==> src/rtl/chase_pkg.sv <==
package chase_pkg;

  localparam int GF_M = 3;
  localparam int GF_N = (1 << GF_M) - 1;
  localparam logic [GF_M-1:0] GF_RED = 3'b011;  // x^3 = x + 1
  localparam logic [GF_M-1:0] GF_ONE = 3'b001;
  localparam logic [GF_M-1:0] GF_ALPHA = 3'b010;

  typedef logic [GF_M-1:0] sym_t;

  // shift-and-add multiply with reduction
  function automatic sym_t gf_mul(sym_t a, sym_t b);
    sym_t acc;
    sym_t sh;
    acc = '0;
    sh  = a;
    for (int k = 0; k < GF_M; k++) begin
      if (b[k]) acc = acc ^ sh;
      sh = sh[GF_M-1] ? ((sh << 1) ^ GF_RED) : (sh << 1);
    end
    return acc;
  endfunction

  // alpha^e, exponent reduced modulo GF_N
  function automatic sym_t gf_pow(sym_t e);
    sym_t r;
    int   lim;
    r   = GF_ONE;
    lim = int'(e) % GF_N;
    for (int k = 0; k < GF_N; k++) begin
      if (k < lim) r = gf_mul(r, GF_ALPHA);
    end
    return r;
  endfunction

  // index of the lowest set bit (0 when none)
  function automatic int first_set(int v);
    int r;
    r = 0;
    for (int k = 31; k >= 0; k--) begin
      if (v[k]) r = k;
    end
    return r;
  endfunction

endpackage

==> src/rtl/chase_tv_seq.sv <==
module chase_tv_seq #(
  parameter int NSYN    = 4,
  parameter int MAX_PTS = 3,
  localparam int CW  = (NSYN > 1) ? $clog2(NSYN) : 1,
  localparam int NPW = $clog2(MAX_PTS + 1),
  localparam int GW  = MAX_PTS + 1,
  localparam int FW  = (MAX_PTS > 1) ? $clog2(MAX_PTS) : 1
) (
  input  logic               clk,
  input  logic               rst_n,
  input  logic               load,
  input  logic               stop,
  input  logic [NPW-1:0]     num_pts,
  output logic               shift_en,
  output logic               step_last,
  output logic [FW-1:0]      flip_idx,
  output logic [MAX_PTS-1:0] tv_next
);
  import chase_pkg::*;

  logic           active_q, active_n;
  logic [CW-1:0]  cnt_q, cnt_n;
  logic [GW-1:0]  gcnt_q, gcnt_n;
  logic [NPW-1:0] npts_q, npts_n;
  logic [FW-1:0]  fidx_q, fidx_n;

  logic [NPW-1:0] npts_ld;
  logic [GW-1:0]  last_g;
  logic [GW-1:0]  g_inc;
  logic [GW-1:0]  gray_w;

  always_comb begin
    npts_ld   = (int'(num_pts) > MAX_PTS) ? NPW'(MAX_PTS) : num_pts;
    last_g    = (GW'(1) << npts_q) - GW'(1);
    g_inc     = gcnt_q + GW'(1);
    gray_w    = g_inc ^ (g_inc >> 1);
    tv_next   = gray_w[MAX_PTS-1:0];
    shift_en  = active_q && !stop && !load;
    step_last = shift_en && (cnt_q == CW'(NSYN - 1));
    flip_idx  = fidx_q;
  end

  always_comb begin
    active_n = active_q;
    cnt_n    = cnt_q;
    gcnt_n   = gcnt_q;
    npts_n   = npts_q;
    fidx_n   = fidx_q;
    if (load) begin
      active_n = (npts_ld != '0);
      npts_n   = npts_ld;
      cnt_n    = '0;
      gcnt_n   = '0;
      fidx_n   = '0;
    end else if (shift_en) begin
      if (cnt_q == CW'(NSYN - 1)) begin
        cnt_n  = '0;
        gcnt_n = g_inc;
        if (g_inc == last_g) active_n = 1'b0;
        else fidx_n = FW'(first_set(int'(g_inc) + 1));
      end else begin
        cnt_n = cnt_q + CW'(1);
      end
    end else if (active_q && stop) begin
      active_n = 1'b0;
    end
  end

  always_ff @(posedge clk or negedge rst_n) begin
    if (!rst_n) begin
      active_q <= 1'b0;
      cnt_q    <= '0;
      gcnt_q   <= '0;
      npts_q   <= '0;
      fidx_q   <= '0;
    end else begin
      active_q <= active_n;
      cnt_q    <= cnt_n;
      gcnt_q   <= gcnt_n;
      npts_q   <= npts_n;
      fidx_q   <= fidx_n;
    end
  end

endmodule

==> src/rtl/chase_pt_table.sv <==
module chase_pt_table #(
  parameter int MAX_PTS = 3,
  localparam int M  = chase_pkg::GF_M,
  localparam int TW = MAX_PTS * M,
  localparam int FW = (MAX_PTS > 1) ? $clog2(MAX_PTS) : 1
) (
  input  logic            clk,
  input  logic            rst_n,
  input  logic            load,
  input  logic [TW-1:0]   pos_in,
  input  logic [TW-1:0]   hd_in,
  input  logic [TW-1:0]   sd_in,
  input  logic [FW-1:0]   flip_idx,
  output chase_pkg::sym_t diff,
  output chase_pkg::sym_t apos
);
  import chase_pkg::*;

  sym_t pos_q [MAX_PTS];
  sym_t hd_q  [MAX_PTS];
  sym_t sd_q  [MAX_PTS];

  for (genvar p = 0; p < MAX_PTS; p++) begin : g_pt
    always_ff @(posedge clk or negedge rst_n) begin
      if (!rst_n) begin
        pos_q[p] <= '0;
        hd_q[p]  <= '0;
        sd_q[p]  <= '0;
      end else if (load) begin
        pos_q[p] <= pos_in[p*M +: M];
        hd_q[p]  <= hd_in[p*M +: M];
        sd_q[p]  <= sd_in[p*M +: M];
      end
    end
  end

  sym_t sel_pos;
  sym_t sel_hd;
  sym_t sel_sd;

  always_comb begin
    sel_pos = '0;
    sel_hd  = '0;
    sel_sd  = '0;
    for (int k = 0; k < MAX_PTS; k++) begin
      if (int'(flip_idx) == k) begin
        sel_pos = pos_q[k];
        sel_hd  = hd_q[k];
        sel_sd  = sd_q[k];
      end
    end
    diff = sel_hd ^ sel_sd;
    apos = gf_pow(sel_pos);
  end

endmodule

==> src/rtl/chase_syn_queue.sv <==
module chase_syn_queue #(
  parameter int NSYN    = 4,
  parameter int MAX_PTS = 3,
  localparam int M  = chase_pkg::GF_M,
  localparam int NW = NSYN * M
) (
  input  logic               clk,
  input  logic               rst_n,
  input  logic               load,
  input  logic [NW-1:0]      syn_in,
  input  logic               shift_en,
  input  logic               step_last,
  input  chase_pkg::sym_t    diff,
  input  chase_pkg::sym_t    apos,
  input  logic [MAX_PTS-1:0] tv_next,
  output logic [NW-1:0]      syn_out,
  output logic               syn_valid,
  output logic [MAX_PTS-1:0] tv_idx
);
  import chase_pkg::*;

  logic [NW-1:0]      q_q, q_n;
  sym_t               pw_q, pw_n;
  logic [NW-1:0]      out_q, out_n;
  logic               vld_q, vld_n;
  logic [MAX_PTS-1:0] tv_q, tv_n;

  sym_t          pw_step;
  sym_t          term;
  logic [NW-1:0] rot;

  always_comb begin
    pw_step = gf_mul(pw_q, apos);
    term    = gf_mul(diff, pw_step);
  end

  // head (S at the adder) sits in the low symbol; updated value re-enters at the tail
  if (NSYN == 1) begin : g_rot_one
    assign rot = q_q ^ term;
  end else begin : g_rot_many
    assign rot = {q_q[M-1:0] ^ term, q_q[NW-1:M]};
  end

  always_comb begin
    q_n   = q_q;
    pw_n  = pw_q;
    out_n = out_q;
    tv_n  = tv_q;
    vld_n = 1'b0;
    if (load) begin
      q_n   = syn_in;
      pw_n  = GF_ONE;
      out_n = syn_in;
      tv_n  = '0;
      vld_n = 1'b1;
    end else if (shift_en) begin
      q_n  = rot;
      pw_n = step_last ? GF_ONE : pw_step;
      if (step_last) begin
        out_n = rot;
        tv_n  = tv_next;
        vld_n = 1'b1;
      end
    end
  end

  always_ff @(posedge clk or negedge rst_n) begin
    if (!rst_n) begin
      q_q   <= '0;
      pw_q  <= GF_ONE;
      out_q <= '0;
      vld_q <= 1'b0;
      tv_q  <= '0;
    end else begin
      q_q   <= q_n;
      pw_q  <= pw_n;
      out_q <= out_n;
      vld_q <= vld_n;
      tv_q  <= tv_n;
    end
  end

  assign syn_out   = out_q;
  assign syn_valid = vld_q;
  assign tv_idx    = tv_q;

endmodule

==> src/rtl/chase_syn_updater.sv <==
module chase_syn_updater #(
  parameter int NSYN    = 4,
  parameter int MAX_PTS = 3,
  localparam int M   = chase_pkg::GF_M,
  localparam int NW  = NSYN * M,
  localparam int TW  = MAX_PTS * M,
  localparam int NPW = $clog2(MAX_PTS + 1),
  localparam int FW  = (MAX_PTS > 1) ? $clog2(MAX_PTS) : 1
) (
  input  logic               clk,
  input  logic               rst_n,
  input  logic               load,
  input  logic               stop,
  input  logic [NPW-1:0]     num_pts,
  input  logic [NW-1:0]      syn_in,
  input  logic [TW-1:0]      pos_in,
  input  logic [TW-1:0]      hd_in,
  input  logic [TW-1:0]      sd_in,
  output logic [NW-1:0]      syn_out,
  output logic               syn_valid,
  output logic [MAX_PTS-1:0] tv_idx
);
  import chase_pkg::*;

  logic               shift_en;
  logic               step_last;
  logic [FW-1:0]      flip_idx;
  logic [MAX_PTS-1:0] tv_next;
  sym_t               diff;
  sym_t               apos;

  chase_tv_seq #(.NSYN(NSYN), .MAX_PTS(MAX_PTS)) u_seq (
    .clk       (clk),
    .rst_n     (rst_n),
    .load      (load),
    .stop      (stop),
    .num_pts   (num_pts),
    .shift_en  (shift_en),
    .step_last (step_last),
    .flip_idx  (flip_idx),
    .tv_next   (tv_next)
  );

  chase_pt_table #(.MAX_PTS(MAX_PTS)) u_tbl (
    .clk      (clk),
    .rst_n    (rst_n),
    .load     (load),
    .pos_in   (pos_in),
    .hd_in    (hd_in),
    .sd_in    (sd_in),
    .flip_idx (flip_idx),
    .diff     (diff),
    .apos     (apos)
  );

  chase_syn_queue #(.NSYN(NSYN), .MAX_PTS(MAX_PTS)) u_que (
    .clk       (clk),
    .rst_n     (rst_n),
    .load      (load),
    .syn_in    (syn_in),
    .shift_en  (shift_en),
    .step_last (step_last),
    .diff      (diff),
    .apos      (apos),
    .tv_next   (tv_next),
    .syn_out   (syn_out),
    .syn_valid (syn_valid),
    .tv_idx    (tv_idx)
  );

endmodule

==> config.mk <==
export PLATFORM = sky130hd
export DESIGN_NAME = chase_syn_updater
export DESIGN_NICKNAME = d
export VERILOG_FILES = /design/src/rtl/chase_pkg.sv /design/src/rtl/chase_tv_seq.sv /design/src/rtl/chase_pt_table.sv /design/src/rtl/chase_syn_queue.sv /design/src/rtl/chase_syn_updater.sv
export SDC_FILE = /design/constraint.sdc
export NUM_CORES = 1
export LEC_CHECK = 0
export BUFFER_PORTS_ARGS = -buffer_cell sky130_fd_sc_hd__buf_2
export CAP_MARGIN = 15
export CORE_ASPECT_RATIO = 1.5
export CORE_MARGIN = 5
export CORE_UTILIZATION = 40
export DETAILED_ROUTE_END_ITERATION = 12
export GPL_TIMING_DRIVEN = 0
export PLACE_DENSITY_LB_ADDON = 0.25
export SLEW_MARGIN = 20
export SYNTH_ARGS = -nofsm -noshare
export SYNTH_HDL_FRONTEND = slang
export SYNTH_SLANG_ARGS = --single-unit
==> constraint.sdc <==
create_clock -name clk -period 9.4 [get_ports clk]
set_input_delay 0.94 -clock clk [delete_from_list [all_inputs] [get_ports clk]]
set_output_delay 0.94 -clock clk [all_outputs]
set_load 0.005 [all_outputs]
Word-level counts from Yosys, hierarchy flattened

Index checks and enable logic that the tools add are counted.

Output and inout port bits: 16
Register bits after elaboration: 69
Input port bits: 45
Word-level logic and storage cells: 165

Equal/unequal tests: 7
Add/subtract/negate cells: 4
Bitwise gates (word level): 17
Order comparisons: 7
Divide/modulo/power cells: 1
Shifts and indexed selects: 1
Reductions and logical operators: 16
Mux-type cells: 93

Operator list:

| operator                                                   | number |
|---|---|
| two-way mux 2 bit                                          | 50 |
| less-than comparator 4 x 32 -> 1 bit, first input constant | 3 |
| two-way mux 3 bit                                          | 27 |
| less-than comparator 3 x 32 -> 1 bit, first input constant | 2 |
| two-way mux 12 bit                                         | 5 |
| less-than comparator 1 x 32 -> 1 bit, first input constant | 1 |
| less-than comparator 2 x 32 -> 1 bit, first input constant | 1 |
| modulo 4 x 4 -> 32 bit, second input constant              | 1 |
| bitwise XOR 3 bit                                          | 7 |
| NOT 2 bit                                                  | 10 |
| two-way mux 4 bit                                          | 3 |
| two-way mux 1 bit                                          | 8 |
| nonzero test 2 bit                                         | 4 |
| equality test 2 bit, second input constant                 | 3 |
| inequality test 3 x 2 -> 1 bit, second input constant      | 2 |
| AND reduction 3 bit                                        | 2 |
| adder 4 x 1 -> 5 bit, second input constant                | 1 |
| adder 4 x 1 -> 4 bit, second input constant                | 1 |
| equality test 4 bit                                        | 1 |
| logical AND 1 bit                                          | 4 |
| AND reduction 2 bit                                        | 2 |
| << shifter 1 x 2 -> 4 bit, first input constant            | 1 |
| subtractor 4 x 2 -> 4 bit, second input constant           | 1 |
| nonzero test 3 bit                                         | 1 |
| 4 further kinds                                            | 5 |

Logic depth before layout (Yosys ltp)

Gate-level depths: netlist of run 1.

Depth in word-level cells: 39
Depth in mapped cells: 20
Gate-level depth less buffers: 18

Cells and area by module

Synthesis of run 1 repeated with hierarchy kept, for this count alone.

Cell total of the unflattened synthesis: 368
Area total of the unflattened synthesis: 3837.4 um^2

By module, submodules not included:

| module          | instances | seq. area each (um^2) | area an instance (um^2) | cells each |
|---|---|---|---|---|
| chase_syn_queue | 1         | 777.0                 | 1745.4                  | 187 |
| chase_pt_table  | 1         | 675.6                 | 1372.6                  | 107 |
| chase_tv_seq    | 1         | 275.3                 | 719.4                   | 74 |

Worst setup path before layout of run 1

Ideal clock, no wire load.

Path kind: reg-to-reg
Start: reg u_seq.fidx_q[1], in the netlist u_seq.flip_idx[1]
End: reg u_que.q_q[10]
Required time: 9.331 ns
Path slack: 5.856 ns
Buffers on the path: 2
Setup time: 0.069 ns
Stages on the path, launching flop included: 20
Arrival: 3.475 ns
Clock period less this slack: 3.544 ns
Path through: dfrtp_1 -> buf_6 -> nor2b_1 -> buf_6 -> a2bb2oi_2 -> inv_2 -> ha_1 -> a21oi_1 -> o22ai_1 -> inv_1 -> nand2_1 -> ha_1 -> nor3_1 -> o22ai_2 -> o21ai_2 -> xnor2_2 -> mux2i_1 -> a21oi_1 -> or4_1 -> nand3_1

Word-level cells in the longest chain between the ends: 32
Elaborated cells between the ends (all ways): 57
Classes of those cells: div (1); order compare (7); eq/ne (2); mux (32); bitwise (14); reduce/logical (1)

RTL lines:

| element                              | line                  | source |
|---|---|---|
| from (decl)                          | chase_tv_seq.sv:25    | `logic [FW-1:0] fidx_q, fidx_n;` |
| from (signal assigned)               | chase_tv_seq.sv:81    | `fidx_q <= fidx_n;` |
| zero test 2 bit                      | chase_pt_table.sv:46  | `if (int'(flip_idx) == k) begin` |
| two-way mux 3 bit (3 in a row)       | chase_pt_table.sv:46  |  |
| modulo 4 x 4 -> 32 bit               | chase_pkg.sv:29       | `lim = int'(e) % GF_N;` |
| less-than comparator 1 x 32 -> 1 bit | chase_pkg.sv:31       | `if (k < lim) r = gf_mul(r, GF_ALPHA);` |
| two-way mux 2 bit                    | chase_pkg.sv:31       |  |
| NOT 2 bit (no source line)           | -                     |  |
| two-way mux 2 bit                    | chase_pkg.sv:19       | `sh = sh[GF_M-1] ? ((sh << 1) ^ GF_RED) : (sh << 1);` |
| two-way mux 3 bit (2 in a row)       | chase_pkg.sv:31       |  |
| [... 12 more ...]                    | -                     |  |
| two-way mux 3 bit (2 in a row)       | chase_pkg.sv:18       | `if (b[k]) acc = acc ^ sh;` |
| bitwise XOR 3 bit                    | chase_pkg.sv:18       |  |
| two-way mux 3 bit                    | chase_pkg.sv:18       |  |
| bitwise XOR 3 bit                    | chase_pkg.sv:18       |  |
| two-way mux 3 bit (*)                | chase_pkg.sv:18       |  |
| bitwise XOR 3 bit (*)                | chase_syn_queue.sv:41 | `assign rot = {q_q[M-1:0] ^ term, q_q[NW-1:M]};` |
| two-way mux 12 bit (*)               | chase_syn_queue.sv:56 | `end else if (shift_en) begin` |
| two-way mux 12 bit (*)               | chase_syn_queue.sv:50 | `if (load) begin` |
| to (signal assigned)                 | chase_syn_queue.sv:75 | `q_q <= q_n;` |
| to (decl)                            | chase_syn_queue.sv:22 | `logic [NW-1:0] q_q, q_n;` |

Every way passes the cells marked *; elsewhere a longest branch is shown, timed or not. The select of a mux whose other input is x is not followed.
A chain may end at the register's enable or synchronous reset.

Final worst setup path of run 1

Start: reg u_seq.fidx_q[0], in the netlist u_seq.flip_idx[0]
End: reg u_que.out_q[10], in the netlist u_que.syn_out[10]

Word-level cells in the longest chain between the ends: 33
Elaborated cells between the ends (all ways): 58
Classes of those cells: div (1); order compare (7); eq/ne (2); mux (33); bitwise (14); reduce/logical (1)

RTL lines:

| element                              | line                  | source |
|---|---|---|
| zero test 2 bit                      | chase_pt_table.sv:46  |  |
| two-way mux 3 bit (3 in a row)       | chase_pt_table.sv:46  |  |
| modulo 4 x 4 -> 32 bit               | chase_pkg.sv:29       |  |
| less-than comparator 1 x 32 -> 1 bit | chase_pkg.sv:31       |  |
| two-way mux 2 bit                    | chase_pkg.sv:31       |  |
| NOT 2 bit (no source line)           | -                     |  |
| two-way mux 2 bit                    | chase_pkg.sv:19       |  |
| two-way mux 3 bit (2 in a row)       | chase_pkg.sv:31       |  |
| [... 14 more ...]                    | -                     |  |
| bitwise XOR 3 bit                    | chase_pkg.sv:18       |  |
| two-way mux 3 bit                    | chase_pkg.sv:18       |  |
| bitwise XOR 3 bit                    | chase_pkg.sv:18       |  |
| two-way mux 3 bit (*)                | chase_pkg.sv:18       |  |
| bitwise XOR 3 bit (*)                | chase_syn_queue.sv:41 |  |
| two-way mux 12 bit (*)               | chase_syn_queue.sv:59 | `if (step_last) begin` |
| two-way mux 12 bit (*)               | chase_syn_queue.sv:56 |  |
| two-way mux 12 bit (*)               | chase_syn_queue.sv:50 |  |
| to (signal assigned)                 | chase_syn_queue.sv:77 | `out_q <= out_n;` |
| to (decl)                            | chase_syn_queue.sv:24 | `logic [NW-1:0] out_q, out_n;` |

Marked as above.

==> results of run 1 <==
==> power groups by stage <==
stage | clock network, mW | logic (mW) | registers [mW]
floorplan | 0 | 0.116 | 0.345
global placement | 0 | 0.156 | 0.348
detailed placement | 0 | 0.161 | 0.350
CTS | 0.353 | 0.163 | 0.344
global route | 0.365 | 0.182 | 0.348
finish | 0.346 | 0.161 | 0.344
==> Yosys cell counts, drive strengths merged, types with 5 or more instances <==
library cell  count
mux2             28
mux2i             8
o21ai            13
a211oi            5
dfrtp            68
xor2             17
ha                7
nand3             6
and3              5
nor2             37
clkbuf           15
inv               9
nand2            58
a21oi            21
nor3              6
a31oi            22
xnor2            13
==> sequential cells by signal, summed over array words and instances (netlist names), 2 cells and up <==
signal	flops
u_seq.gcnt_q	4
u_seq.flip_idx	2
u_tbl.sd_q	9
u_que.tv_idx	3
u_tbl.hd_q	9
u_seq.cnt_q	2
u_que.q_q	12
u_seq.npts_q	2
u_tbl.pos_q	9
u_que.pw_q	3
u_que.syn_out	12
==> final cells by class <==
class / count / area [um2]
fillers: 879 / 4700
multi-input cells: 282 / 1880
flip-flops and latches: 69 / 1730
repair buffers: 60 / 325
clock buffers: 13 / 260
well taps: 112 / 140
plain buffers: 19 / 90.1
clock inverters: 3 / 45.0
inverters: 10 / 37.5
==> metrics by stage <==
step | utilization | power [mW] | worst slack, ps | std cells | hold WS [ps]
2_1_floorplan | - | 0.461 | 5860 | 380 | 480
3_3_place_gp | 0.453 | 0.504 | 5560 | 551 | 491
3_5_place_dp | 0.456 | 0.511 | 5460 | 552 | 496
4_1_cts | 0.489 | 0.860 | 5420 | 568 | 473
5_1_grt | 0.489 | 0.895 | 5110 | 568 | 491
6_report | 0.489 | 0.852 | 5450 | 568 | 475
==> worst min path at each step <==
| stage | to | slack, ps | cells past startpoint |
|---|---|---|---|
| floorplan | u_tbl.pos_q[6] | 480 | 1 |
| global placement | u_tbl.pos_q[7] | 490 | 1 |
| detailed placement | u_tbl.pos_q[6] | 500 | 1 |
| CTS | u_que.syn_out[11] | 470 | 1 |
| global route | u_que.q_q[11] | 490 | 1 |
| finish | u_que.syn_out[5] | 470 | 1 |
==> routing by layer <==
metal	share of wire	vias up	track usage
li1	-	1458	-
met1	0.43	1423	0.204
met2	0.50	73	0.277
met3	0.055	12	0.0360
met4	0.016	0	0.0667
met5	0	-	0
==> worst max-delay path, stage by stage, from the launching register on <==
cell	delay, ps
dfrtp_1	370
buf_4	180
mux2i_1	150
o2bb2ai_2	370
ha_1	310
a21oi_1	120
o22ai_1	100
inv_1	100
nand2_1	80
ha_1	290
nor3_1	260
o22ai_2	160
o21ai_2	170
xnor2_2	200
mux2i_1	230
a21oi_1	130
or4_1	550
nand3_1	100
==> kinds of logic after synthesis <==
family / Yosys count / share of synthesized area
fa+ha+maj: 7 / 0.0235
buf+inv: 29 / 0.0342
compound gates: 77 / 0.139
simple gates: 132 / 0.159
mux: 36 / 0.107
flops: 69 / 0.463
xor+xnor: 30 / 0.0744
==> results.cfg, run 1 <==
[die]
core_area_um2 = 9200
start_util = 0.406
die_area_um2 = 11400
die_h_um = 128
ioPinCount = 61
rows = 43
die_w_um = 88.9

[worst_setup_path]
r2r_start = u_seq.flip_idx[0]
r2r_cells = 17
cp-endpoint = u_que.syn_out[10]
arrival_ps = 4220
end_kind = flop
crit_required_ps = 9670
crit_fanout = 10
worstSetupStartpoint = u_seq.flip_idx[0]
reg2reg_to = u_que.syn_out[10]
critPathLaunchType = flop
critPathKind = reg2reg
timing.reg2reg.setup_slack_ps = 5450

[pwr]
p_leak_nw = 2.06
p_comb_frac = 0.189
switching_share = 0.275
internal_power_mw = 0.618
p_seq_frac = 0.404
power_frac_clock = 0.407
p_sw_mw = 0.234
power_density_nw_per_um2 = 189
irDropWorstVdd_uv = 144

[clock_tree]
cts_tree = built
post_cts_buffers = 0
cts_made_buffers = 9
clock_latency_ps = 330
clock_sinks = 69
htree_levels = 3
clk_path_buf_depth = 2
ctsResizeCount = 0
clk_pin_slew_ps = 60
cts_root_buffer = clkbuf_16
hold_buffers = 0

[routing]
drt-pass1-iter-count = 4
drt_iter0_drc = 97
wl_mm = 8.73
postRouteAntennaNets = 0
viasPerCell = 5.22
wl_per_cell_um = 15.4
drc = 0
dr_total_vias = 2966

[flow_run]
drv_cap = 0

[layout]
n_antenna_cell = 0
area_growth_pct = 20.7
final_cell_mix = dfrtp_1 (68), nand2_1 (58), buf_2 (58)
stdcell_area_um2 = 4500
layout-drive-gt1-share = 0.263
fin_nets = 503
final_common_cell = dfrtp_1

[sta]
worst_slew_pin_slew_ps = 565
rsz0062_at_grt = false
hold_viol_final = 0
fin_setup_tns_ps = 0
clock.fmax_mhz = 253
finalCritPeriodShare = 0.420
final-setup-viol-count = 0
period_needed_ps = 3950
fin_skew_ps = 5.78
slew_violations = 0
slew_headroom = 0.623

[yosys]
syn_avg_cell_area_um2 = 9.82
ys_async_sr_fraction = 1.00
yosysUniqueCellTypes = 52
syn_nets = 432
syn_inst = 380
ys_seq_elements = 69
synth_edf_count = 0
yosys_warnings = 0
synthTopCellsByArea = dfrtp_1 (46%), mux2_2 (8.4%), nand2_1 (5.8%), xor2_1 (4.0%), nor2_1 (3.7%)
synth_flop_cell = dfrtp_1
synth_top_cell_by_area = dfrtp_1
syn-cell-area_um2 = 3730
yosysTopAreaCellShare = 0.456
ys_seq_area_frac = 0.463

[status]
status = complete, no violations

[placement]
post-dp-hpwl_mm = 6.34
io_buffers = 59
gp_congestion = 0.801
placed_cell_area_um2 = 4200

[global_routing]
grt_pass1_vias = 3081
grtUsageTotal = 0.166
grt_pass1_wl_mm = 14.7
antenna_found_initial = 0
grt_start_max_net_pins = 55
gr-total-overflow = 0

[hold_path]
min_path_type = in2async
Power figures use the tool's default switching activity.
==> run 2, diff against run 1 <==
==> constraint.sdc (replaced) <==
create_clock -name clk -period 3.5 [get_ports clk]
set_input_delay 0.35 -clock clk [delete_from_list [all_inputs] [get_ports clk]]
set_output_delay 0.35 -clock clk [all_outputs]
set_load 0.005 [all_outputs]
==> run 2 against run 1 <==
Critical path type unchanged. Clock skew is 1.9 ps lower. Via count up 2.8%. Die area did not move. Wire length rose by 2.2%. Flip-flop and latch count unchanged. Setup slack got worse by 5500 ps. Final area increased by 6.1%. Critical path depth grew 1. Clock power up 140%. Total power rose to 2.7 times the previous value. Combinational power rose to 3.3 times the previous value. Sequential share of layout area down 2.2 points. The flow now finishes with violations (negative setup slack). Largest power group is now registers. Critical endpoint unchanged.
==> results.cfg, run 2 (synthesis gave the netlist of run 1 again) <==
[global_routing]
grtUsageTotal = 0.162
grt_pass1_wl_mm = 14.3
gr-total-overflow = 0
grt_pass1_vias = 3018
grt_start_max_net_pins = 46
antenna_found_initial = 0

[die]
start_util = 0.406
die_w_um = 88.9
die_h_um = 128
core_area_um2 = 9200
ioPinCount = 61
die_area_um2 = 11400
rows = 43

[routing]
viasPerCell = 5.19
dr_total_vias = 3049
m1WireLength_mm = 3.76
drc = 0
wl_mm = 8.92
highest_layer = met4
routed-wl-met3_um = 405
postRouteAntennaNets = 0
drt-pass1-iter-count = 4
wl_per_cell_um = 15.2
drt_iter0_drc = 143
wl_met2_mm = 4.51

[layout]
final_cell_mix = dfrtp_1 (68), buf_2 (58), nand2_1 (57)
final_common_cell = dfrtp_1
utilization = 0.519
fin_nets = 523
area_growth_pct = 28.0
stdcell_area_um2 = 4780
layout-drive-gt1-share = 0.332
n_antenna_cell = 0

[worst_setup_path]
crit_fanout = 5
cp_cell_sequence = buf_6, mux2i_4, a2bb2oi_4, inv_2, ha_4, a21oi_2, o22ai_2, inv_2, nand2_4, ha_4, nor3_4, o22ai_4, o21ai_2, xnor2_2, mux2i_1, a21oi_2, or4_1, nand3_1
critPathKind = reg2reg
crit_required_ps = 3770
arrival_ps = 3810
end_kind = flop
slowest_delay_ps = 520
slowest_stage = or4_1
critPathLaunchType = flop

[pwr]
power_density_nw_per_um2 = 482
irDropWorstVdd_uv = 371
p_leak_nw = 2.17

[sta]
hold_viol_final = 0
final-setup-viol-count = 2
fin_skew_ps = 3.89
rsz0062_at_grt = true
slew_headroom = 0.616
fin_ws_ps = -41.0
finalCritPeriodShare = 1.01
slew_violations = 0
period_needed_ps = 3540
clock.fmax_mhz = 282
fin_setup_tns_ps = -59.7
worst_slew_pin_slew_ps = 574

[status]
status = complete, but fails checks
violations = negative setup slack

[clock_tree]
clk_path_buf_depth = 2
clk_pin_slew_ps = 60
htree_levels = 3
clock_latency_ps = 340
cts_tree = built
cts_root_buffer = clkbuf_16
clock_sinks = 69
cts_made_buffers = 9

[placement]
gp_congestion = 0.804
io_buffers = 59
post-dp-hpwl_mm = 6.24
placed_cell_area_um2 = 4220
place_ws_ps = -344

[flow_run]
drv_cap = 0

[hold_path]
min_path_type = in2reg
-- run 2: changes by cell type in the layout (fill, tap and decap cells not counted), sizes merged --
cell / before / now
bufinv: 1 / 0
clkbuf: 28 / 24
clkinv: 1 / 4
dlygate4sd3: 0 / 1
buf: 64 / 83
clkinvlp: 2 / 3
inv: 9 / 10
-- run 2: power by group --
part | leakage, nW | switching, mW | internal (mW) | total, mW
registers | 0.829 | 0.0552 | 0.871 | 0.926
logic | 1.21 | 0.272 | 0.263 | 0.535
clock network | 0.128 | 0.361 | 0.480 | 0.841
-- run 2: path summary, 6_finish.rpt --
| check | startpoint | end | slack [ps] | cells past startpoint |
|---|---|---|---|---|
| setup / recovery | u_seq.flip_idx[0] | u_que.syn_out[10] | -40 | 18 |
| hold / removal | pos_in[6] | u_tbl.pos_q[0] | 240 | 2 |
| setup reg to reg | u_seq.flip_idx[0] | u_que.syn_out[10] | -40 | 18 |
| hold reg to reg | u_que.tv_idx[1] | u_que.tv_idx[1] | 520 | 2 |
| max in group asynchronous | rst_n | u_que.pw_q[0] | 2440 | 3 |
| min in group asynchronous | rst_n | u_que.q_q[11] | 470 | 2 |
-- run 2: per-layer routing --
metal  global-route usage  vias to the layer above
li1                     -                     1512
met1                0.192                     1448
met2                0.272                       74
met3               0.0328                       15
met4               0.0845                        0
met5                    0                        -
-- run 2: repair_timing --
action,CTS,global route
endpoints found under the hold margin,24,0
endpoints found under the setup margin,6,6
pin swaps,16,15
setup buffers,14,5
gates resized for setup,10,13
hold buffers,1,0
-- run 2: metrics by stage --
step,power [mW],std cells,hold WS (ps)
2_1_floorplan,1.24,380,54.4
3_3_place_gp,1.36,551,494
3_5_place_dp,1.38,552,293
4_1_cts,2.27,583,234
5_1_grt,2.42,588,233
6_report,2.30,588,242
-- run 2: area by class of cell --
class                      instances  area, um2
clock buffer                       9        225
tap                              112        140
clock inverter                     7       50.0
inverter                          10       37.5
multi-input combinational        282       2020
fill                             827       4420
sequential                        69       1730
timing repair buffer              80        478
buffer                            19       93.8
-- run 2: worst max-delay path: cells and delay by family (launching register included) --
kind,cells,cell delay [ps]
buffers and inverters,3,290
muxes,2,510
AOI/OAI and AO/OA,6,780
adders and majority gates,2,450
DFF,1,360
xor gates and xnor gates,1,180
and+or+nand+nor,4,890
==> run 3, diff against run 2 <==
--- a/config.mk
+++ b/config.mk
@@ -16,4 +16,5 @@
 export SLEW_MARGIN = 20
 export SYNTH_ARGS = -nofsm -noshare
 export SYNTH_HDL_FRONTEND = slang
+export SYNTH_HIERARCHICAL = 1
 export SYNTH_SLANG_ARGS = --single-unit
==> run 3 against run 2 <==
The flow still finishes with violations (negative setup slack). Core utilization down 0.16 points. Highest routed layer unchanged. Total power down 0.82%. Critical path type unchanged. Via count down 4.3%. Global-route usage down 1.2 points. Sequential share of layout area down 0.31 points.
==> results.cfg, run 3 <==
[status]
status = complete, but fails checks
violations = negative setup slack

[clock_tree]
clk_pin_slew_ps = 60
clock_sinks = 69
clk_path_buf_depth = 2
clock_latency_ps = 330
cts_made_buffers = 9
cts_root_buffer = clkbuf_16
cts_tree = built
htree_levels = 3

[global_routing]
gr-total-overflow = 0
grtUsageTotal = 0.150
antenna_found_initial = 0
grt-busiest-layer = met2
grt_start_max_net_pins = 53
met2_usage = 0.256
gr-usage-met3 = 0.0444
grt_pass1_wl_mm = 14.5
grt_util_met1 = 0.179
grt_pass1_vias = 3000

[yosys]
ys_seq_elements = 69
syn_nets = 420
syn-cell-area_um2 = 3840
synth_top_cell_by_area = dfrtp_1
yosysTopAreaCellShare = 0.443
syn_inst = 368
ys_async_sr_fraction = 1.00
synth_most_common_cell = dfrtp_1
synth_edf_count = 0
ys_seq_area_frac = 0.450
syn_avg_cell_area_um2 = 10.4
synth_flop_cell = dfrtp_1
synthTopCellsByArea = dfrtp_1 (44%), mux2_2 (7.9%), mux2i_1 (4.2%), nand2_1 (4.1%), xnor2_1 (3.4%)
synthTopCellsByCount = dfrtp_1 (68), nand2_1 (42), mux2_2 (27)
yosys_warnings = 6
yosysUniqueCellTypes = 60

[worst_setup_path]
critPathLaunchType = flop
worstSetupStartpoint = u_seq/flip_idx[0]
slowest_delay_ps = 460
r2r_start = u_seq/flip_idx[0]
slowest_stage = xnor3_1
reg2reg_to = u_que/q_q[9]
crit_required_ps = 3720
end_kind = flop
arrival_ps = 4030
crit_fanout = 6
timing.reg2reg.setup_slack_ps = -310
cp-endpoint = u_que/q_q[9]
r2r_cells = 20
critPathKind = reg2reg
cp_cell_sequence = buf_6, mux2i_1, nor2_1, a21oi_4, inv_2, ha_4, a21oi_2, o21ai_2, a21oi_2, ha_1, nor3_2, nor3_2, a211o_4, mux2i_2, o221ai_2, xnor2_2, nand2_2, xnor3_1, a211oi_2, a21o_1

[sta]
slew_violations = 0
clock.fmax_mhz = 262
fin_skew_ps = 7.28
hold_ws_ps = 251
fin_setup_tns_ps = -1460
fin_ws_ps = -314
slew_headroom = 0.464
final-setup-viol-count = 6
finalCritPeriodShare = 1.09
period_needed_ps = 3810
worst_slew_pin_slew_ps = 804
rsz0062_at_grt = true
hold_viol_final = 0

[layout]
finalNonFillerCells = 573
final_cell_mix = dfrtp_1 (68), buf_2 (61), nand2_1 (42)
stdcell_area_um2 = 4820
fin_nets = 508
area_growth_pct = 25.6
final_common_cell = dfrtp_1
layout-drive-gt1-share = 0.347
n_antenna_cell = 0
utilization = 0.518

[routing]
postRouteAntennaNets = 0
wl_per_cell_um = 14.8
viasPerCell = 5.09
dr_total_vias = 2919
drc = 0
drt-pass1-iter-count = 4
drt_iter0_drc = 95
wl_mm = 8.46

[die]
start_util = 0.412
ioPinCount = 61
core_area_um2 = 9310
die_area_um2 = 11700
rows = 43
die_w_um = 90.0
die_h_um = 130

[flow_run]
drv_cap = 0

[pwr]
power_density_nw_per_um2 = 474
p_comb_frac = 0.245
power_frac_clock = 0.349
p_sw_mw = 0.644
p_total_mw = 2.28
internal_power_mw = 1.64
p_leak_nw = 2.18
p_seq_frac = 0.406
irDropWorstVdd_uv = 307
switching_share = 0.282

[placement]
placed_cell_area_um2 = 4340
placed_cells = 541
place_ws_ps = -434
post-dp-hpwl_mm = 6.16
io_buffers = 60
gp_congestion = 0.795

[hold_path]
min_path_type = in2reg
run 3: cell types whose count changed after synthesis, sizes merged, moves of 5 or more:
| cell | before | now |
|---|---|---|
| a21boi | 0 | 11 |
| a31oi | 22 | 1 |
| buf | 4 | 9 |
| mux2i | 8 | 16 |
| nand2 | 58 | 45 |
| nor2 | 37 | 16 |
| o21ai | 13 | 35 |
| xor2 | 17 | 10 |
run 3: routing by layer:
metal  wire length [um]  share of wire
met3                466          0.055
met5                  0              0
met1               3710           0.44
met2               4160           0.49
met4                123          0.015
run 3: kinds of logic after synthesis:
family	count (synthesis)	synth area share
simple gates	91	0.115
flops	69	0.450
compound gates	93	0.158
buf+inv	32	0.0391
mux	47	0.133
fa+ha+maj	7	0.0228
xor+xnor	29	0.0812
run 3: timing repair:
| item | in CTS | in global routing |
|---|---|---|
| buffers inserted | 13 | 2 |
| pin swaps | 12 | 9 |
| hold buffers | 1 | 0 |
| resized for setup | 4 | 16 |
| setup endpoints to repair | 7 | 9 |
| hold endpoints to repair | 17 | 0 |
run 3: worst min path at each step:
stage | from | cells past startpoint | endpoint | slack [ps]
after detailed placement | rst_n | 1 | u_que/syn_out[6] | 250
after CTS | num_pts[1] | 3 | u_seq/npts_q[1] | 240
after global routing | sd_in[5] | 2 | u_tbl/sd_q[5] | 240
final | num_pts[1] | 3 | u_seq/npts_q[1] | 250
after floorplan | rst_n | 0 | u_que/pw_q[1] | 50
after global placement | u_que/syn_out[2] | 2 | u_que/syn_out[2] | 460
run 3: area by class of cell:
| class | count | area [um2] |
|---|---|---|
| clock buffers | 11 | 233 |
| plain buffers | 20 | 108 |
| multi-input cells | 267 | 2080 |
| flip-flops and latches | 69 | 1730 |
| inverters | 12 | 45.0 |
| well taps | 112 | 140 |
| repair buffers | 77 | 460 |
| fillers | 872 | 4490 |
| clock inverters | 5 | 27.5 |
run 3: power by group through the flow:
| stage | logic, mW | clock network [mW] | registers (mW) |
|---|---|---|---|
| 2_1_floorplan | 0.335 | 0 | 0.931 |
| 3_3_place_gp | 0.455 | 0 | 0.937 |
| 3_5_place_dp | 0.470 | 0 | 0.941 |
| 4_1_cts | 0.511 | 0.818 | 0.928 |
| 5_1_grt | 0.624 | 0.854 | 0.938 |
| 6_report | 0.559 | 0.796 | 0.928 |
run 3: critical path, delay by kind of cell (launching register included):
kind                       cells  cell delay (ps)
AOI/OAI and AO/OA              8             1150
xor gates and xnor gates       2              660
adders and majority gates      2              560
DFF                            1              390
and+or+nand+nor                4              370
muxes                          2              360
buffers and inverters          2              210
